File: src/rtl/lts_hist_pkg.sv
package lts_hist_pkg;

  localparam int ST_W   = 6;
  localparam int RATE_W = 3;
  localparam int SUB_W  = 3;

  typedef struct packed {
    logic [RATE_W-1:0] rate;
    logic [SUB_W-1:0]  sub;
    logic [ST_W-1:0]   state;
  } hist_entry_t;

  localparam int ENTRY_W = $bits(hist_entry_t);

  // Merge a 16-bit value under the upper-half write enable.
  function automatic logic [15:0] wmask_merge(input logic [15:0] cur,
                                               input logic [31:0] wd);
    return (cur & ~wd[31:16]) | (wd[15:0] & wd[31:16]);
  endfunction

  // Place an entry's fields at their status-word positions.
  function automatic logic [31:0] status_word(input hist_entry_t e);
    logic [31:0] w;
    w        = '0;
    w[5:0]   = e.state;
    w[10:8]  = e.sub;
    w[22:20] = e.rate;
    return w;
  endfunction

  // Ring index advance with wrap at an arbitrary depth.
  function automatic int unsigned wrap_inc(input int unsigned p,
                                           input int unsigned depth);
    return (p + 1 == depth) ? 0 : p + 1;
  endfunction

endpackage

File: src/rtl/lts_hist_capture.sv
module lts_hist_capture
  import lts_hist_pkg::*;
(
  input  logic              clk,
  input  logic              rst_n,
  input  logic              en,
  input  logic [ST_W-1:0]   state_i,
  input  logic [RATE_W-1:0] rate_i,
  input  logic [SUB_W-1:0]  sub_i,
  output logic              push,
  output hist_entry_t       entry
);

  logic [ST_W-1:0] last_q;
  logic            have_q;

  assign push  = en && (!have_q || (state_i != last_q));
  assign entry = '{rate: rate_i, sub: sub_i, state: state_i};

  always_ff @(posedge clk) begin
    if (!rst_n) begin
      last_q <= '0;
      have_q <= 1'b0;
    end else if (push) begin
      last_q <= state_i;
      have_q <= 1'b1;
    end
  end

endmodule

File: src/rtl/lts_hist_ring.sv
module lts_hist_ring
  import lts_hist_pkg::*;
#(
  parameter int DEPTH = 64,
  localparam int PW = (DEPTH > 1) ? $clog2(DEPTH) : 1,
  localparam int CW = $clog2(DEPTH + 1)
) (
  input  logic          clk,
  input  logic          rst_n,
  input  logic          en,
  input  logic          push,
  input  hist_entry_t   push_entry,
  input  logic          pop_req,
  output logic          pop,
  output logic [31:0]   stat_word,
  output logic [PW-1:0] wr_ptr,
  output logic [PW-1:0] rd_ptr,
  output logic [CW-1:0] fill
);

  hist_entry_t mem [DEPTH];
  logic [31:0] last_word_q;
  logic        drop;
  logic        rd_adv;

  assign pop       = pop_req && en && (fill != '0);
  assign drop      = push && !pop && (fill == CW'(DEPTH));
  assign rd_adv    = pop || drop;
  assign stat_word = pop ? status_word(mem[rd_ptr]) : last_word_q;

  always_ff @(posedge clk) begin
    if (push) mem[wr_ptr] <= push_entry;
  end

  always_ff @(posedge clk) begin
    if (!rst_n) begin
      wr_ptr      <= '0;
      rd_ptr      <= '0;
      fill        <= '0;
      last_word_q <= '0;
    end else begin
      if (push)   wr_ptr <= PW'(wrap_inc(32'(wr_ptr), DEPTH));
      if (rd_adv) rd_ptr <= PW'(wrap_inc(32'(rd_ptr), DEPTH));
      if (pop)    last_word_q <= stat_word;
      unique case ({push && !drop, pop})
        2'b10:   fill <= fill + 1'b1;
        2'b01:   fill <= fill - 1'b1;
        default: fill <= fill;
      endcase
    end
  end

endmodule

File: src/rtl/lts_hist_regs.sv
module lts_hist_regs
  import lts_hist_pkg::*;
#(
  parameter int ADDR_W    = 12,
  parameter int CTRL_OFS  = 'h310,
  parameter int MATCH_OFS = 'h320,
  parameter int N_MATCH   = 4,
  parameter int STAT_OFS  = 'h350
) (
  input  logic              clk,
  input  logic              rst_n,
  input  logic              wr_en,
  input  logic              rd_en,
  input  logic [ADDR_W-1:0] addr,
  input  logic [31:0]       wdata,
  input  logic [31:0]       stat_word,
  output logic              cap_en,
  output logic              stat_rd,
  output logic [31:0]       rdata,
  output logic              rd_valid
);

  logic [15:0]           ctrl_q;
  logic [N_MATCH*16-1:0] match_flat;
  logic [31:0]           rd_word;

  always_ff @(posedge clk) begin
    if (!rst_n)                                    ctrl_q <= '0;
    else if (wr_en && addr == ADDR_W'(CTRL_OFS))   ctrl_q <= wmask_merge(ctrl_q, wdata);
  end

  for (genvar g = 0; g < N_MATCH; g++) begin : g_match
    logic [15:0] q;
    always_ff @(posedge clk) begin
      if (!rst_n)                                          q <= '0;
      else if (wr_en && addr == ADDR_W'(MATCH_OFS + 4*g))  q <= wmask_merge(q, wdata);
    end
    assign match_flat[g*16 +: 16] = q;
  end

  assign cap_en  = ctrl_q[0];
  assign stat_rd = rd_en && (addr == ADDR_W'(STAT_OFS));

  always_comb begin
    rd_word = '0;
    if (addr == ADDR_W'(CTRL_OFS)) rd_word = {16'h0, ctrl_q};
    if (addr == ADDR_W'(STAT_OFS)) rd_word = stat_word;
    for (int i = 0; i < N_MATCH; i++) begin
      if (addr == ADDR_W'(MATCH_OFS + 4*i)) rd_word = {16'h0, match_flat[i*16 +: 16]};
    end
  end

  always_ff @(posedge clk) begin
    if (!rst_n) begin
      rdata    <= '0;
      rd_valid <= 1'b0;
    end else begin
      rd_valid <= rd_en;
      if (rd_en) rdata <= rd_word;
    end
  end

endmodule

File: src/rtl/lts_history.sv
module lts_history
  import lts_hist_pkg::*;
#(
  parameter int DEPTH     = 64,
  parameter int ADDR_W    = 12,
  parameter int CTRL_OFS  = 'h310,
  parameter int MATCH_OFS = 'h320,
  parameter int N_MATCH   = 4,
  parameter int STAT_OFS  = 'h350,
  localparam int PW = (DEPTH > 1) ? $clog2(DEPTH) : 1,
  localparam int CW = $clog2(DEPTH + 1)
) (
  input  logic              clk,
  input  logic              rst_n,
  input  logic [5:0]        lnk_state_i,
  input  logic [2:0]        lnk_rate_i,
  input  logic [2:0]        lnk_sub_i,
  input  logic              bus_wr_i,
  input  logic              bus_rd_i,
  input  logic [ADDR_W-1:0] bus_addr_i,
  input  logic [31:0]       bus_wdata_i,
  output logic [31:0]       bus_rdata_o,
  output logic              bus_rvalid_o
);

  // Named internal events, observed by the bound checker.
  logic          cap_en;
  logic          push;
  logic          pop;
  logic          stat_rd;
  hist_entry_t   new_entry;
  logic [31:0]   stat_word;
  logic [PW-1:0] wr_ptr;
  logic [PW-1:0] rd_ptr;
  logic [CW-1:0] fill;

  lts_hist_capture u_capture (
    .clk     (clk),
    .rst_n   (rst_n),
    .en      (cap_en),
    .state_i (lnk_state_i),
    .rate_i  (lnk_rate_i),
    .sub_i   (lnk_sub_i),
    .push    (push),
    .entry   (new_entry)
  );

  lts_hist_ring #(.DEPTH(DEPTH)) u_ring (
    .clk        (clk),
    .rst_n      (rst_n),
    .en         (cap_en),
    .push       (push),
    .push_entry (new_entry),
    .pop_req    (stat_rd),
    .pop        (pop),
    .stat_word  (stat_word),
    .wr_ptr     (wr_ptr),
    .rd_ptr     (rd_ptr),
    .fill       (fill)
  );

  lts_hist_regs #(
    .ADDR_W    (ADDR_W),
    .CTRL_OFS  (CTRL_OFS),
    .MATCH_OFS (MATCH_OFS),
    .N_MATCH   (N_MATCH),
    .STAT_OFS  (STAT_OFS)
  ) u_regs (
    .clk       (clk),
    .rst_n     (rst_n),
    .wr_en     (bus_wr_i),
    .rd_en     (bus_rd_i),
    .addr      (bus_addr_i),
    .wdata     (bus_wdata_i),
    .stat_word (stat_word),
    .cap_en    (cap_en),
    .stat_rd   (stat_rd),
    .rdata     (bus_rdata_o),
    .rd_valid  (bus_rvalid_o)
  );

endmodule

File: config.mk
export PLATFORM = sky130hd
export DESIGN_NAME = lts_history
export DESIGN_NICKNAME = d
export VERILOG_FILES = /design/src/rtl/lts_hist_pkg.sv /design/src/rtl/lts_hist_capture.sv /design/src/rtl/lts_hist_ring.sv /design/src/rtl/lts_hist_regs.sv /design/src/rtl/lts_history.sv
export SDC_FILE = /design/constraint.sdc
export NUM_CORES = 1
export LEC_CHECK = 0
export CORE_UTILIZATION = 25
export DETAILED_ROUTE_END_ITERATION = 10
export DONT_BUFFER_PORTS = 1
export PLACE_DENSITY = 0.43
export SLEW_MARGIN = 15
export SYNTH_ARGS = -nofsm -noshare
export SYNTH_HDL_FRONTEND = slang
export SYNTH_SLANG_ARGS = --single-unit
File: constraint.sdc
create_clock -name clk -period 6.9 [get_ports clk]
set_input_delay 0.69 -clock clk [delete_from_list [all_inputs] [get_ports clk]]
set_output_delay 0.69 -clock clk [all_outputs]
set_load 0.02 [all_outputs]
== After elaboration in Yosys (flattened, before gate mapping) ==
Memory sizes are Yosys's and may differ from the RTL's. A register that Yosys moved wholly into a read port is not among the register bits.
Cells that the tools add are included.
Cells by class
  add/sub/neg operators: 4
  bitwise logic cells: 12
  reduce and logical (&&, ||, !) cells: 19
  mux-type cells: 14
  equal/unequal tests: 12
Operators with widths (number)
  $mux 32: 6
  $and 16x16->16: 6
  $or 16x16->16: 5
  $eq 12x10->1 const B: 6
  $mux 6: 4
  $eq 7x7->1 const B: 3
  $mux 16: 1
  $not 16->16: 1
  $add 6x1->7 const B: 2
  $pmux 7 s2: 1
  $logic_and 1x1->1: 12
  $add 7x1->7 const B: 1
  $reduce_bool 7->1: 1
  $sub 7x1->7 const B: 1
  $ne 6x6->1: 1
  $logic_not 1->1: 3
  $eq 2x1->1 const B: 1
  $eq 2x2->1 const B: 1
  $logic_or 1x1->1: 2
  $mux 1: 2
  $reduce_bool 2->1: 1
Storage, ports and cells
  logic and storage cells: 75
  output and inout port bits: 33
  memories kept: 1
  input port bits: 60
  bits in registers: 171
  RAM bits: 768
Memories
  u_ring.mem: depth 64, bits a word 12, rd ports 1, clocked after Yosys merged registers in 1, wr ports 1, line lts_hist_ring.sv:21  | hist_entry_t mem [DEPTH];

== Logic depth before layout (Yosys ltp) ==
  word-level depth: 11
  mapped depth: 12
  mapped depth without buffers: 12

== By module ==
A second synthesis with hierarchy kept.
Second synthesis, totals
  cells, all modules: 2540
  area, all modules: 38090.3 um^2
Modules (own cells, without submodules)
  lts_hist_ring: instances 1, cells an instance 1850, area an instance 32172.1 um^2, seq. area each 24203.2 um^2
  lts_hist_regs: instances 1, cells an instance 645, area an instance 5481.5 um^2, seq. area each 2262.2 um^2
  lts_hist_capture: instances 1, cells an instance 45, area an instance 436.7 um^2, seq. area each 140.1 um^2

== Worst setup path after synthesis ==
No wires, ideal clock.
  path kind: in2reg
  start: in bus_addr_i[1]
  end: reg u_ring.fill[6]
  required time: 6.788 ns
  cell stages on the path: 12
  arrival time: 3.195 ns
  path slack: 3.593 ns
  cell sequence: nor3_1 -> and3_1 -> and3_4 -> nand2_2 -> inv_2 -> ha_1 -> nor2b_1 -> o21ai_0 -> a21o_1 -> and4_1 -> nor3_1 -> a2111oi_1
Between the ends
  longest elaborated chain between the ends: 11
  elaborated cells on any way between the ends: 13
  those cells by class: eq/ne (3); mux (1); reduce/logical (9)
RTL lines
  start: declaration: line lts_history.sv:20  | input logic [ADDR_W-1:0] bus_addr_i,
  $eq 12x10->1 *: line lts_hist_regs.sv:42  | assign stat_rd = rd_en && (addr == ADDR_W'(STAT_OFS));
  $logic_and 1x1->1 *: line lts_hist_regs.sv:42
  $logic_and 1x1->1 * (2 in a row): line lts_hist_ring.sv:26  | assign pop = pop_req && en && (fill != '0);
  $logic_not 1->1: line lts_hist_ring.sv:27  | assign drop = push && !pop && (fill == CW'(DEPTH));
  $logic_and 1x1->1 (2 in a row): line lts_hist_ring.sv:27
  $logic_not 1->1: line lts_hist_ring.sv:45  | unique case ({push && !drop, pop})
  $logic_and 1x1->1: line lts_hist_ring.sv:45
  $eq 2x1->1 or $eq 2x2->1 (tied branches): line lts_hist_ring.sv:45
  $pmux 7 s2 or $reduce_bool 2->1 (tied branches)
  end signal: assignment: line lts_hist_ring.sv:46  | 2'b10: fill <= fill + 1'b1;
  end signal: assignment: line lts_hist_ring.sv:47  | 2'b01: fill <= fill - 1'b1;
  end signal: assignment: line lts_hist_ring.sv:48  | default: fill <= fill;
  end: declaration: line lts_hist_ring.sv:18  | output logic [CW-1:0] fill
Every way passes the cells marked *; elsewhere a longest branch is shown, timed or not.
A chain may end at the register's enable or synchronous reset.

==> flow_summary.yaml <==
worst_setup_path:
  crit_path_end_kind: "flop"
  cp_max_fo: 44
  cp-start-kind: "flop"
  critPathArrivalTime_ns: 4.28
  crit_type: "flop to flop"
  crit_required_ns: 7.41
clock_tree:
  htree_levels: 3
  cts_tree: "done"
  cts_root_buffer: "clkbuf_16"
  numCtsBuffers: 99
  cts_sinks: 945
  post-cts-setup-buffers: 0
  cts_hold_repair.buffers: 0
  path_clk_slew_ns: 0.06
  cts_resized: 0
  insertion_delay_ns: 0.71
  cts.path.max_buffers: 3
power_and_ir_drop:
  power_density_mw_per_mm2: 265.7
  pwr-share-clk_pct: 45.8
  p_seq_share_pct: 53.9
  power_mw: 11.42
  p_leak_nw: 13.42
  switching_power_mw: 2.292
  switching_share_pct: 20.08
  internal_power_mw: 9.126
  vdd_drop_max_mv: 0.1901
  p_comb_share_pct: 0.3
drt:
  wirelength_mm: 102.0
  ant_nets: 0
  drt_first_pass_iters: 5
  drt_iter0_drc: 1473
  vias: 20160
  wire_per_inst_microns: 23.97
  drc: 0
  vias_per_cell: 4.733
placed_design:
  place_hpwl_mm: 62.47
  place.gp.congestion: 0.7846
  portBuffers: 0
  pre_cts_ws_ns: 2.838
sta:
  relSlewSlack_pct: 25.40
  fmax_mhz: 264.8
  tightest_slew_ns: 1.118
  setup_viol: 0
  fin_crit_ns: 3.776
  setup_tns_ns: 0
  setup_slack_ns: 3.124
  slew_viol_final: 0
  finalHoldViolations: 0
  rsz0062_at_grt: "no"
  finalCritPeriodShare_pct: 54.72
  clock_skew_ns: 0.04877
yosys:
  synth_area_leaders: "edfxtp_1 62%, mux4_2 11%, dfxtp_1 9.5%"
  synth_ff_type: "edfxtp_1"
  yosysSeqAreaShare_pct: 71.20
  synthArstFlopShare_pct: 0
  yosys.area.top_type_share_pct: 61.71
  postSynthAreaPerCell_sq_um: 16.97
  syn-cell-area_sq_mm: 0.03737
  synthCells: 2202
  yosysTopAreaCell: "edfxtp_1"
  synth_warnings: 0
  syn_nets: 2270
  ys_seq_elements: 945
  synth_edf_count: 768
  ys_types: 80
die:
  dieWidth_microns: 388.6
  ios: 93
  coreArea_sq_mm: 0.1480
  rows: 141
  initial_core_util_pct: 25.25
  die-area_sq_mm: 0.1510
  die_y_microns: 388.6
layout:
  final_util_pct: 29.04
  area_growth_syn_to_layout_pct: 15.01
  ff_latch_area_sq_mm: 0.02662
  nNetsFinal: 2314
  fill_cells: 14610
  drive_above_1_share_pct: 20.62
  antenna_cells: 0
  multi_input_area_sq_mm: 0.01017
grt:
  grt_max_degree: 91
  antenna_found_initial: 1
  gr-total-overflow: 0
  first_global_vias: 20930
  grt_pass1_wl_mm: 149.1
  grtUsageTotal_pct: 13.46
run_status:
  status: "completed"
min_path:
  min_path_type: "input pin to flop"
job:
  maxCapViolCount: 0
## final cells by class
| cell class | instances | area share, % |
|---|---|---|
| Sequential cell | 945 | 61.93 |
| Multi-Input combinational cell | 1115 | 23.67 |
| Clock buffer | 133 | 6.329 |
| Tap cell | 1930 | 5.619 |
| Timing Repair Buffer | 70 | 1.281 |
| Clock inverter | 50 | 1.031 |
| Inverter | 15 | 0.1339 |
## synthesized netlist by cell type (6+ instances only)
master and n:
o21ai_1 6, a221o_1 9, mux2i_1 107, buf_2 40
inv_1 13, a31oi_1 11, and3_1 30, clkbuf_1 59
or3_1 6, nand3b_1 9, o211ai_1 9, xnor2_1 14
nor2b_1 13, edfxtp_1 768, a221oi_1 15, a21oi_1 74
o221ai_1 9, a22o_1 18, o21ai_0 20, a22oi_1 32
buf_1 11, and2_1 6, nand4_1 14, mux2_2 23
nand2_1 142, nand2b_1 20, ha_1 7, dfxtp_1 177
mux4_2 187, o22ai_1 19, buf_4 12, nand3_1 38
nor2_1 182
## per-stage QoR
| stage | hold WS (ns) | cells | cell area, sq um |
|---|---|---|---|
| after global placement | 0.4416 | 4075 | 39810 |
| after floorplan | 0.4292 | 2202 | 37370 |
| after CTS | 0.01773 | 4258 | 42970 |
| after global routing | 0.03289 | 4258 | 42980 |
| final | 0.08598 | 4258 | 42980 |
| after detailed placement | 0.4467 | 4075 | 39810 |
## power by group through the flow
stage	combinational, mW	sequential (mW)	clock, mW
2_1_floorplan	0.0368	6.28	0
3_3_place_gp	0.0363	6.27	0
3_5_place_dp	0.0371	6.27	0
4_1_cts	0.0372	6.15	5.37
5_1_grt	0.0402	6.15	5.58
6_report	0.0372	6.15	5.23
## path summary, 6_finish.rpt
| path | start | endpoint | slack, ns | cells after the start |
|---|---|---|---|---|
| max | flop | u_regs.rdata[9] | 3.12 | 7 |
| min | lnk_rate_i[2] | u_ring.mem[15][11] | 0.09 | 0 |
| max reg2reg | flop | u_regs.rdata[9] | 3.12 | 7 |
| min reg2reg | u_ring.last_word_q[21] | u_ring.last_word_q[21] | 0.45 | 2 |
## sequential cells by signal, summed over array words and instances (netlist names), named ones only
name,flops
u_ring.mem,768
u_ring.last_word_q,32
u_capture.have_q,1
u_ring.rd_ptr,6
u_ring.fill,7
u_regs.rd_valid,1
u_capture.last_q,6
u_regs.rdata,32
u_ring.wr_ptr,6
## critical path, stage by stage (launching register included)
cell and delay (ns):
dfxtp_4 0.92, buf_4 0.50, mux4_2 0.37, mux2_2 0.31
a221oi_1 0.36, nor4_1 0.18, o31ai_1 0.76, a21oi_1 0.15
## logic make-up after synthesis
family	count (synthesis)	synth area share [%]
flops	945	71.20
simple gates	508	6.536
mux	317	14.83
compound gates	264	4.902
buf+inv	142	1.828
xor+xnor	18	0.4219
fa+ha+maj	8	0.2879
## per-layer routing
| layer | global-route usage [%] | wire, microns | vias to the layer above |
|---|---|---|---|
| met1 | 18.92 | 47420 | 10630 |
| li1 | - | - | 8828 |
| met3 | 3.104 | 6202 | 132 |
| met2 | 20.90 | 46370 | 561 |
| met4 | 3.255 | 2053 | 0 |
| met5 | 0 | 0 | - |
## cell usage in the layout, fill, tap and decap left out, drive strengths merged, types with 11 or more instances in the layout
cell,netlist,layout
o22ai,19,19
xnor2,14,14
a31oi,11,11
mux2,23,23
nand4,14,14
a22oi,32,32
a21oi,74,74
buf,68,70
inv,14,16
mux4,187,187
nand3,38,38
dfxtp,177,177
nor2b,13,13
nand2b,20,20
and3,31,31
o21ai,26,26
nand2,143,143
clkinv,1,41
clkbuf,59,133
edfxtp,768,768
mux2i,107,107
a22o,18,18
nor2,183,183
a221oi,15,15
Note: power is estimated with default switching activity, not from simulation.
